### config.mk
export PLATFORM = sky130hd
export DESIGN_NAME = pld_out_cell
export DESIGN_NICKNAME = d
export VERILOG_FILES = /design/src/rtl/pld_out_cell_pkg.sv /design/src/rtl/pld_cell_store.sv /design/src/rtl/pld_cell_drive.sv /design/src/rtl/pld_cell_feedback.sv /design/src/rtl/pld_out_cell.sv
export SDC_FILE = /design/constraint.sdc
export NUM_CORES = 1
export LEC_CHECK = 0
export CAP_MARGIN = 20
export CELL_PAD_IN_SITES_DETAIL_PLACEMENT = 1
export CELL_PAD_IN_SITES_GLOBAL_PLACEMENT = 1
export CORE_AREA = 2 2 39 41
export CTS_BUF_LIST = sky130_fd_sc_hd__clkbuf_4
export DETAILED_ROUTE_END_ITERATION = 8
export DIE_AREA = 0 0 41 43
export PLACE_DENSITY_LB_ADDON = 0.05
export SYNTH_ARGS = -nofsm -noshare
export SYNTH_HDL_FRONTEND = slang
export SYNTH_HIERARCHICAL = 1
export SYNTH_SLANG_ARGS = --single-unit
### constraint.sdc
create_clock -name clk -period 1 [get_ports clk]
set_clock_uncertainty 0.05 [all_clocks]
set_input_delay 0.2 -clock clk [delete_from_list [all_inputs] [get_ports clk]]
set_output_delay 0.2 -clock clk [all_outputs]
set_load 0.03 [all_outputs]
### src/rtl/pld_out_cell_pkg.sv
// Shared types for the output macrocell bank.
// Assumes bit 1 of a mode pair selects bypass and bit 0 selects polarity.
package pld_out_cell_pkg;
    typedef enum logic [1:0] {
        MODE_REG_LOW   = 2'b00,
        MODE_REG_HIGH  = 2'b01,
        MODE_COMB_LOW  = 2'b10,
        MODE_COMB_HIGH = 2'b11
    } cell_mode_t;

    typedef struct packed {
        logic bypass;
        logic pol_high;
    } cell_cfg_t;

    function automatic cell_cfg_t decode_mode(input logic [1:0] bits);
        cell_mode_t m;
        m = cell_mode_t'(bits);
        decode_mode.bypass   = (m == MODE_COMB_LOW) || (m == MODE_COMB_HIGH);
        decode_mode.pol_high = (m == MODE_REG_HIGH) || (m == MODE_COMB_HIGH);
    endfunction
endpackage

### src/rtl/pld_cell_store.sv
// D flip-flop of one macrocell.
// Priority: async clear, then sync reset, then preload, then set, then D.
// Assumes the clear term is glitch-free, since it is used as an async input.
module pld_cell_store (
    input  logic clk,
    input  logic rst_n,
    input  logic async_clr,
    input  logic sync_set,
    input  logic preload_en,
    input  logic preload_val,
    input  logic d_in,
    output logic q
);
    // State update: the clear acts at once, everything else acts on the edge.
    always_ff @(posedge clk or posedge async_clr) begin
        if (async_clr)       q <= 1'b0;
        else if (!rst_n)     q <= 1'b0;
        else if (preload_en) q <= preload_val;
        else if (sync_set)   q <= 1'b1;
        else                 q <= d_in;
    end
endmodule

### src/rtl/pld_cell_drive.sv
// Output path of one macrocell: the bypass mux, then the polarity stage.
// Assumes the enable term passes through unchanged to the three-state buffer.
module pld_cell_drive (
    input  logic bypass,
    input  logic pol_high,
    input  logic sop,
    input  logic q,
    input  logic oe,
    output logic pad_out,
    output logic pad_oe
);
    logic core;

    // Pick the source, then apply the selected polarity.
    always_comb begin
        core    = bypass ? sop : q;
        pad_out = pol_high ? core : ~core;
        pad_oe  = oe;
    end
endmodule

### src/rtl/pld_cell_feedback.sv
// Feedback select: the flip-flop in registered mode, the pad in combinational mode.
// Assumes pad_in is the resolved pad level, whoever is driving it.
module pld_cell_feedback (
    input  logic bypass,
    input  logic q,
    input  logic pad_in,
    output logic fb
);
    // Route the chosen source back to the array.
    always_comb fb = bypass ? pad_in : q;
endmodule

### src/rtl/pld_out_cell.sv
// Bank of LANES output macrocells sharing the clock, clear, set and preload terms.
// Assumes cfg_mode is static during normal use; a change takes effect at once.
module pld_out_cell #(
    parameter int LANES = 2
) (
    input  logic                 clk,
    input  logic                 rst_n,
    input  logic [2*LANES-1:0]   cfg_mode,
    input  logic [LANES-1:0]     sop_term,
    input  logic [LANES-1:0]     oe_term,
    input  logic                 async_clr,
    input  logic                 sync_set,
    input  logic                 preload_en,
    input  logic [LANES-1:0]     pad_in,
    output logic [LANES-1:0]     pad_out,
    output logic [LANES-1:0]     pad_oe,
    output logic [LANES-1:0]     fb_out
);
    import pld_out_cell_pkg::*;

    localparam int CFG_W = 2 * LANES;

    logic [LANES-1:0] reg_q;
    cell_cfg_t        lane_cfg [LANES];

    for (genvar i = 0; i < LANES; i++) begin : g_lane
        // Decode this lane's pair of mode bits.
        always_comb lane_cfg[i] = decode_mode(cfg_mode[2*i +: 2]);

        pld_cell_store u_store (
            .clk        (clk),
            .rst_n      (rst_n),
            .async_clr  (async_clr),
            .sync_set   (sync_set),
            .preload_en (preload_en),
            .preload_val(pad_in[i]),
            .d_in       (sop_term[i]),
            .q          (reg_q[i])
        );

        pld_cell_drive u_drive (
            .bypass  (lane_cfg[i].bypass),
            .pol_high(lane_cfg[i].pol_high),
            .sop     (sop_term[i]),
            .q       (reg_q[i]),
            .oe      (oe_term[i]),
            .pad_out (pad_out[i]),
            .pad_oe  (pad_oe[i])
        );

        pld_cell_feedback u_fb (
            .bypass(lane_cfg[i].bypass),
            .q     (reg_q[i]),
            .pad_in(pad_in[i]),
            .fb    (fb_out[i])
        );
    end

    logic unused_w;
    always_comb unused_w = ^CFG_W;
endmodule

==> results of run 1 <==
logic make-up after synthesis:
logic type / Yosys count / synth area share
AO/OA/AOI/OAI: 2 / 0.107
AND/OR/NAND/NOR: 2 / 0.0667
flip-flops: 2 / 0.267
buffers and inverters: 8 / 0.200
multiplexers: 4 / 0.267
XOR/XNOR: 2 / 0.0934
cell type report:
class | count | area [µm²] | share of cell area
Tap cell | 16 | 20.0 | 0.0441
Timing Repair Buffer | 22 | 214 | 0.471
Sequential cell | 2 | 50.0 | 0.110
Inverter | 2 | 7.51 | 0.0165
Clock buffer | 3 | 22.5 | 0.0496
Multi-Input combinational cell | 10 | 140 | 0.309
final timing paths:
check / start / to / slack (ns) / cells after the start
min: async_clr / g_lane[0].u_store/q / 0.09 / 2
min in group clk: oe_term[0] / pad_oe[0] / 0.35 / 0
max: g_lane[0].u_store/q / pad_out[0] / -0.43 / 4
max in group asynchronous: async_clr / g_lane[1].u_store/q / 0.72 / 2
timing repair:
item                                    4_1_cts  5_1_grt
hold buffers                                  0        0
hold endpoints to repair                      0        0
gates cloned                                  0        0
endpoints found under the setup margin        6        4
gates resized for setup                      21        6
pin swaps                                     2        2
through the flow:
stage	cell area, µm²	setup slack, ns
after floorplan	230	-0.160
after detailed placement	400	-0.863
final	454	-0.434
after global placement	400	-0.841
after CTS	452	-0.445
after global routing	454	-0.504
Yosys cell counts:
cell type / number
sky130_fd_sc_hd__dfrtp_1: 2
sky130_fd_sc_hd__nand2b_1: 2
sky130_fd_sc_hd__buf_4: 2
sky130_fd_sc_hd__clkbuf_1: 4
sky130_fd_sc_hd__inv_1: 2
sky130_fd_sc_hd__mux2_4: 2
sky130_fd_sc_hd__mux2i_1: 2
sky130_fd_sc_hd__o311a_1: 2
sky130_fd_sc_hd__xor2_1: 2
power by group through the flow:
stage                     Sequential, mW  Clock [mW]  Combinational (mW)
after floorplan                   0.0912           0               0.116
after global placement            0.0912           0               0.195
after detailed placement          0.0910           0               0.197
after CTS                         0.0912       0.193               0.214
after global routing              0.0918       0.207               0.224
final                             0.0911       0.178               0.214
layout by cell type, fill, tap and decap left out, drive strengths merged:
cell type,count
dlygate4sd2,5
xor2,2
o311a,2
inv,2
clkbuf,3
dfrtp,2
mux2i,2
dlymetal6s2s,1
clkdlybuf4s50,6
nand2b,2
buf,10
mux2,2
layer usage:
| layer | vias up | share of wire | global-route usage |
|---|---|---|---|
| li1 | 98 | - | - |
| met1 | 93 | 0.35 | 0.0742 |
| met2 | 12 | 0.51 | 0.103 |
| met3 | 0 | 0.14 | 0.0314 |
| met4 | 0 | 0 | 0.0800 |
| met5 | - | 0 | 0 |
critical path: stages, from the launching register on:
cell                      delay, ns
sky130_fd_sc_hd__dfrtp_1       0.38
sky130_fd_sc_hd__buf_6         0.12
sky130_fd_sc_hd__mux2i_4       0.16
sky130_fd_sc_hd__xor2_2        0.16
sky130_fd_sc_hd__buf_6         0.15
==> flow_metrics.py, run 1 <==
metrics = {
    "finish": {
        "layout.filler_cells": 162,
        "syn_to_final_growth_pct": 142,
        "layout.nets": 56,
        "layout_top_registers": "g_lane.u_store/q: 2 flops",
        "antenna_cells_inserted": 0,
        "final_cells": 55,
        "drive_above_1_share": 0.487,
        "post-route-util": 0.328,
        "largest_reg_flops": 2,
        "largest_register": "g_lane.u_store/q",
    },
    "detailed_routing": {
        "number_of_iterations_in_the_first_detailed_routing_pass": 1,
        "via_count": 203,
        "vias_cell": 3.69,
        "wl_per_cell_um": 9.98,
        "detail_route.wirelength_um": 549,
        "drtAntennaViolNets": 0,
        "drt_iter0_drc": 0,
        "drcViolationCount": 0,
    },
    "floorplanning": {
        "dieHeight_um": 43,
        "die-width_um": 41,
        "coreArea_um2": 1380,
        "start_util": 0.136,
        "floorplan.die_area_um2": 1760,
        "io-pin-count": 21,
        "core.rowCount": 14,
    },
    "cts": {
        "numCtsBuffers": 3,
        "tritoncts": "yes",
        "clock_path_buffers": 2,
        "ctsRootBufferMaster": "sky130_fd_sc_hd__clkbuf_4",
        "cts_num_sinks": 2,
        "ctsHtreeMaxLevel": 1,
        "clk_pin_slew_worst_paths_ns": 0.03,
        "post-cts-setup-buffer-count": 0,
    },
    "timing": {
        "setup_repair_after_global_routing_missed_its_margin": "yes",
        "holdWs_ns": 0.0872,
        "worstMarginPinSlew_ns": 0.165,
        "final_min_period_over_clock_period": 1.43,
        "fin_setup_tns_ns": -1.39,
        "postLayoutSetupSlackWorst_ns": -0.434,
        "maxClockFrequency_mhz": 697,
        "slew_viol_final": 0,
        "finalHoldViolations": 0,
        "max-slew-margin-rel": 0.888,
        "timing.final.setup_violations": 4,
        "post-route-min-period_ns": 1.43,
    },
    "job": {
        "max_cap_viol_count": 0,
    },
    "critical_path": {
        "critical_path_arrival_ns": 1.18,
        "crit_required_ns": 0.75,
        "worstSetupStartpointType": "flip-flop",
        "critical_path_class": "reg -> out",
        "critPathCaptureType": "primary output",
        "critPathMaxFanout": 2,
    },
    "global_route": {
        "grt_max_degree": 5,
        "initial_antenna_violation_count": 0,
        "grt_use_total": 0.0744,
        "grt_first_pass_wirelength_um": 779,
        "globalRoute.totalOverflow": 0,
        "first_global_vias": 205,
    },
    "hold_path": {
        "min-delay-path-class": "in -> async",
    },
    "synth": {
        "synth_cell_type_count": 9,
        "synthDominantAreaCellType": "sky130_fd_sc_hd__dfrtp_1",
        "postSynthCellCount": 20,
        "post_synth.cell_area_avg_um2": 9.38,
        "synth_warnings": 6,
        "post_synth_instance_area_um2": 188,
        "synth.yosys.seq_area_share": 0.267,
        "synth_fp_nets": 35,
        "synth_top_area_share": 0.267,
        "synth_seq_cells": 2,
        "synth_top_cells_by_area": "sky130_fd_sc_hd__dfrtp_1 27%, sky130_fd_sc_hd__mux2_4 16%, sky130_fd_sc_hd__mux2i_1 11%",
    },
    "place": {
        "dp_cells": 52,
        "globalplace.congestion": 0.557,
        "place.port_buffers": 16,
    },
    "power_and_ir_drop": {
        "share_seq_of_total_power": 0.188,
        "vdd.ir_drop.worst_uv": 390,
        "cellPowerDensity_nw_per_um2": 1070,
        "pwr-share-clk": 0.369,
        "total_power_mw": 0.484,
        "internal_power_mw": 0.345,
        "combPwrFrac": 0.443,
        "proportion_of_total_power_due_to_net_switching": 0.287,
        "p_switching_mw": 0.139,
        "leakage_nw": 0.217,
    },
    "status": {
        "failed_checks": "negative setup slack",
        "run_status": "complete, but fails checks",
    },
}
Power figures use the tool's default switching activity.
==> run 2, diff against run 1 <==
- DONT_BUFFER_PORTS: default -> 1
==> flow_metrics.py, run 2 (synthesized netlist as in run 1, its figures left out) <==
metrics = {
    "global_route": {
        "first_global_vias": 144,
        "grt_first_pass_wirelength_um": 579,
        "globalRoute.totalOverflow": 0,
        "grt_max_degree": 5,
        "initial_antenna_violation_count": 0,
        "grt_use_total": 0.0572,
    },
    "finish": {
        "syn_to_final_growth_pct": 36.0,
        "layout.nets": 37,
        "final_cells": 36,
        "drive_above_1_share": 0.550,
        "leading_cell_type_in_the_layout_fill_and_taps_excluded": "sky130_fd_sc_hd__clkbuf_4",
        "largest_reg_flops": 2,
        "largest_register": "g_lane.u_store/q",
        "layout_top_registers": "g_lane.u_store/q: 2 flops",
        "post-route-util": 0.184,
        "antenna_cells_inserted": 0,
    },
    "detailed_routing": {
        "drtAntennaViolNets": 0,
        "routedLengthMet1_um": 109,
        "wl_met3_um": 117,
        "drt_iter0_drc": 1,
        "via_count": 132,
        "wl_per_cell_um": 12.3,
        "wl_met2_um": 216,
        "number_of_iterations_in_the_first_detailed_routing_pass": 2,
        "drcViolationCount": 0,
        "detail_route.wirelength_um": 443,
        "vias_cell": 3.67,
        "top_layer_used": "met3",
    },
    "critical_path": {
        "critPathMaxFanout": 2,
        "worstSetupStartpointType": "flip-flop",
        "crit_required_ns": 0.75,
        "critPathCaptureType": "primary output",
        "cp_launch_point": "g_lane[0].u_store/q",
        "max_stage_delay_ns": 0.38,
        "cp_cell_sequence": "mux2i_2 -> xor2_2 -> buf_6",
        "critical_path.slowest_cell": "sky130_fd_sc_hd__dfrtp_1",
        "critical_path.n_buffers_inverters": 1,
        "critical_path_class": "reg -> out",
        "cpLargestDelayFamily": "flip-flops",
        "critical_path_arrival_ns": 1.10,
    },
    "timing": {
        "maxClockFrequency_mhz": 739,
        "max-slew-margin-rel": 0.862,
        "setup_repair_after_global_routing_missed_its_margin": "yes",
        "final_min_period_over_clock_period": 1.35,
        "post-route-min-period_ns": 1.35,
        "finalHoldViolations": 0,
        "timing.final.setup_violations": 4,
        "worstMarginPinSlew_ns": 0.203,
        "postLayoutSetupSlackWorst_ns": -0.353,
        "slew_viol_final": 0,
        "holdWs_ns": 0.0619,
    },
    "hold_path": {
        "min-delay-path-class": "in -> reg",
        "hold_start": "rst_n",
    },
    "cts": {
        "ctsRootBufferMaster": "sky130_fd_sc_hd__clkbuf_4",
        "ctsHtreeMaxLevel": 1,
        "tritoncts": "yes",
        "clock_path_buffers": 2,
        "cts_num_sinks": 2,
        "clk_pin_slew_worst_paths_ns": 0.03,
        "post-cts-setup-buffer-count": 0,
        "numCtsBuffers": 3,
    },
    "floorplanning": {
        "core.rowCount": 14,
        "floorplan.die_area_um2": 1760,
        "coreArea_um2": 1380,
        "start_util": 0.136,
        "io-pin-count": 21,
        "die-width_um": 41,
        "dieHeight_um": 43,
    },
    "job": {
        "max_cap_viol_count": 0,
    },
    "power_and_ir_drop": {
        "cellPowerDensity_nw_per_um2": 1490,
        "leakage_nw": 0.113,
        "total_power_mw": 0.380,
        "vdd.ir_drop.worst_uv": 448,
    },
    "place": {
        "dp_cells": 32,
        "place.port_buffers": 0,
        "place_ws_ns": -0.147,
        "globalplace.congestion": 0.512,
    },
    "status": {
        "run_status": "complete, but fails checks",
        "failed_checks": "negative setup slack",
    },
}
run 2: changes by cell type in the layout (fill, tap and decap cells not counted), sizes merged:
cell	delta
dlygate4sd2	-5
dlygate4sd3	+1
clkdlybuf4s50	-6
buf	-8
dlymetal6s2s	-1
run 2: cell type report:
class,instances,area (µm²)
clock buffer,3,22.5
tap,16,20.0
inverter,2,7.51
timing repair buffer,3,32.5
multi-input combinational,10,123
sequential,2,50.0
fill,158,1130
run 2: path summary, 6_finish.rpt:
kind | endpoint | slack, ns | cells past startpoint
max in group asynchronous | g_lane[0].u_store/q | 0.58 | 2
worst min-delay path | g_lane[1].u_store/q | 0.06 | 1
min in group asynchronous | g_lane[1].u_store/q | 0.23 | 2
worst max-delay path | pad_out[0] | -0.35 | 3
run 2: what timing repair did:
| action | CTS | global route |
|---|---|---|
| pin swaps | 2 | 0 |
| gates cloned | 0 | 0 |
| endpoints found under the setup margin | 4 | 4 |
| hold buffers | 1 | 0 |
| endpoints found under the hold margin | 2 | 0 |
| resized for setup | 2 | 0 |
run 2: metal layers:
| metal | GRT usage | up-vias |
|---|---|---|
| met5 | 0 | - |
| met4 | 0.0800 | 0 |
| met3 | 0.0576 | 0 |
| met2 | 0.0656 | 12 |
| met1 | 0.0418 | 60 |
| li1 | - | 60 |
run 2: through the flow:
step	setup TNS [ns]	area [µm²]
2_1_floorplan	-0.321	230
3_3_place_gp	-0.275	215
3_5_place_dp	-0.288	215
4_1_cts	-1.15	255
5_1_grt	-1.24	255
6_report	-1.06	255
run 2: power breakdown:
group          switching (mW)  total, mW  internal [mW]
logic                  0.0580      0.115         0.0567
registers             0.00407     0.0914         0.0873
clock network          0.0419      0.174          0.132
total                   0.104      0.380          0.276
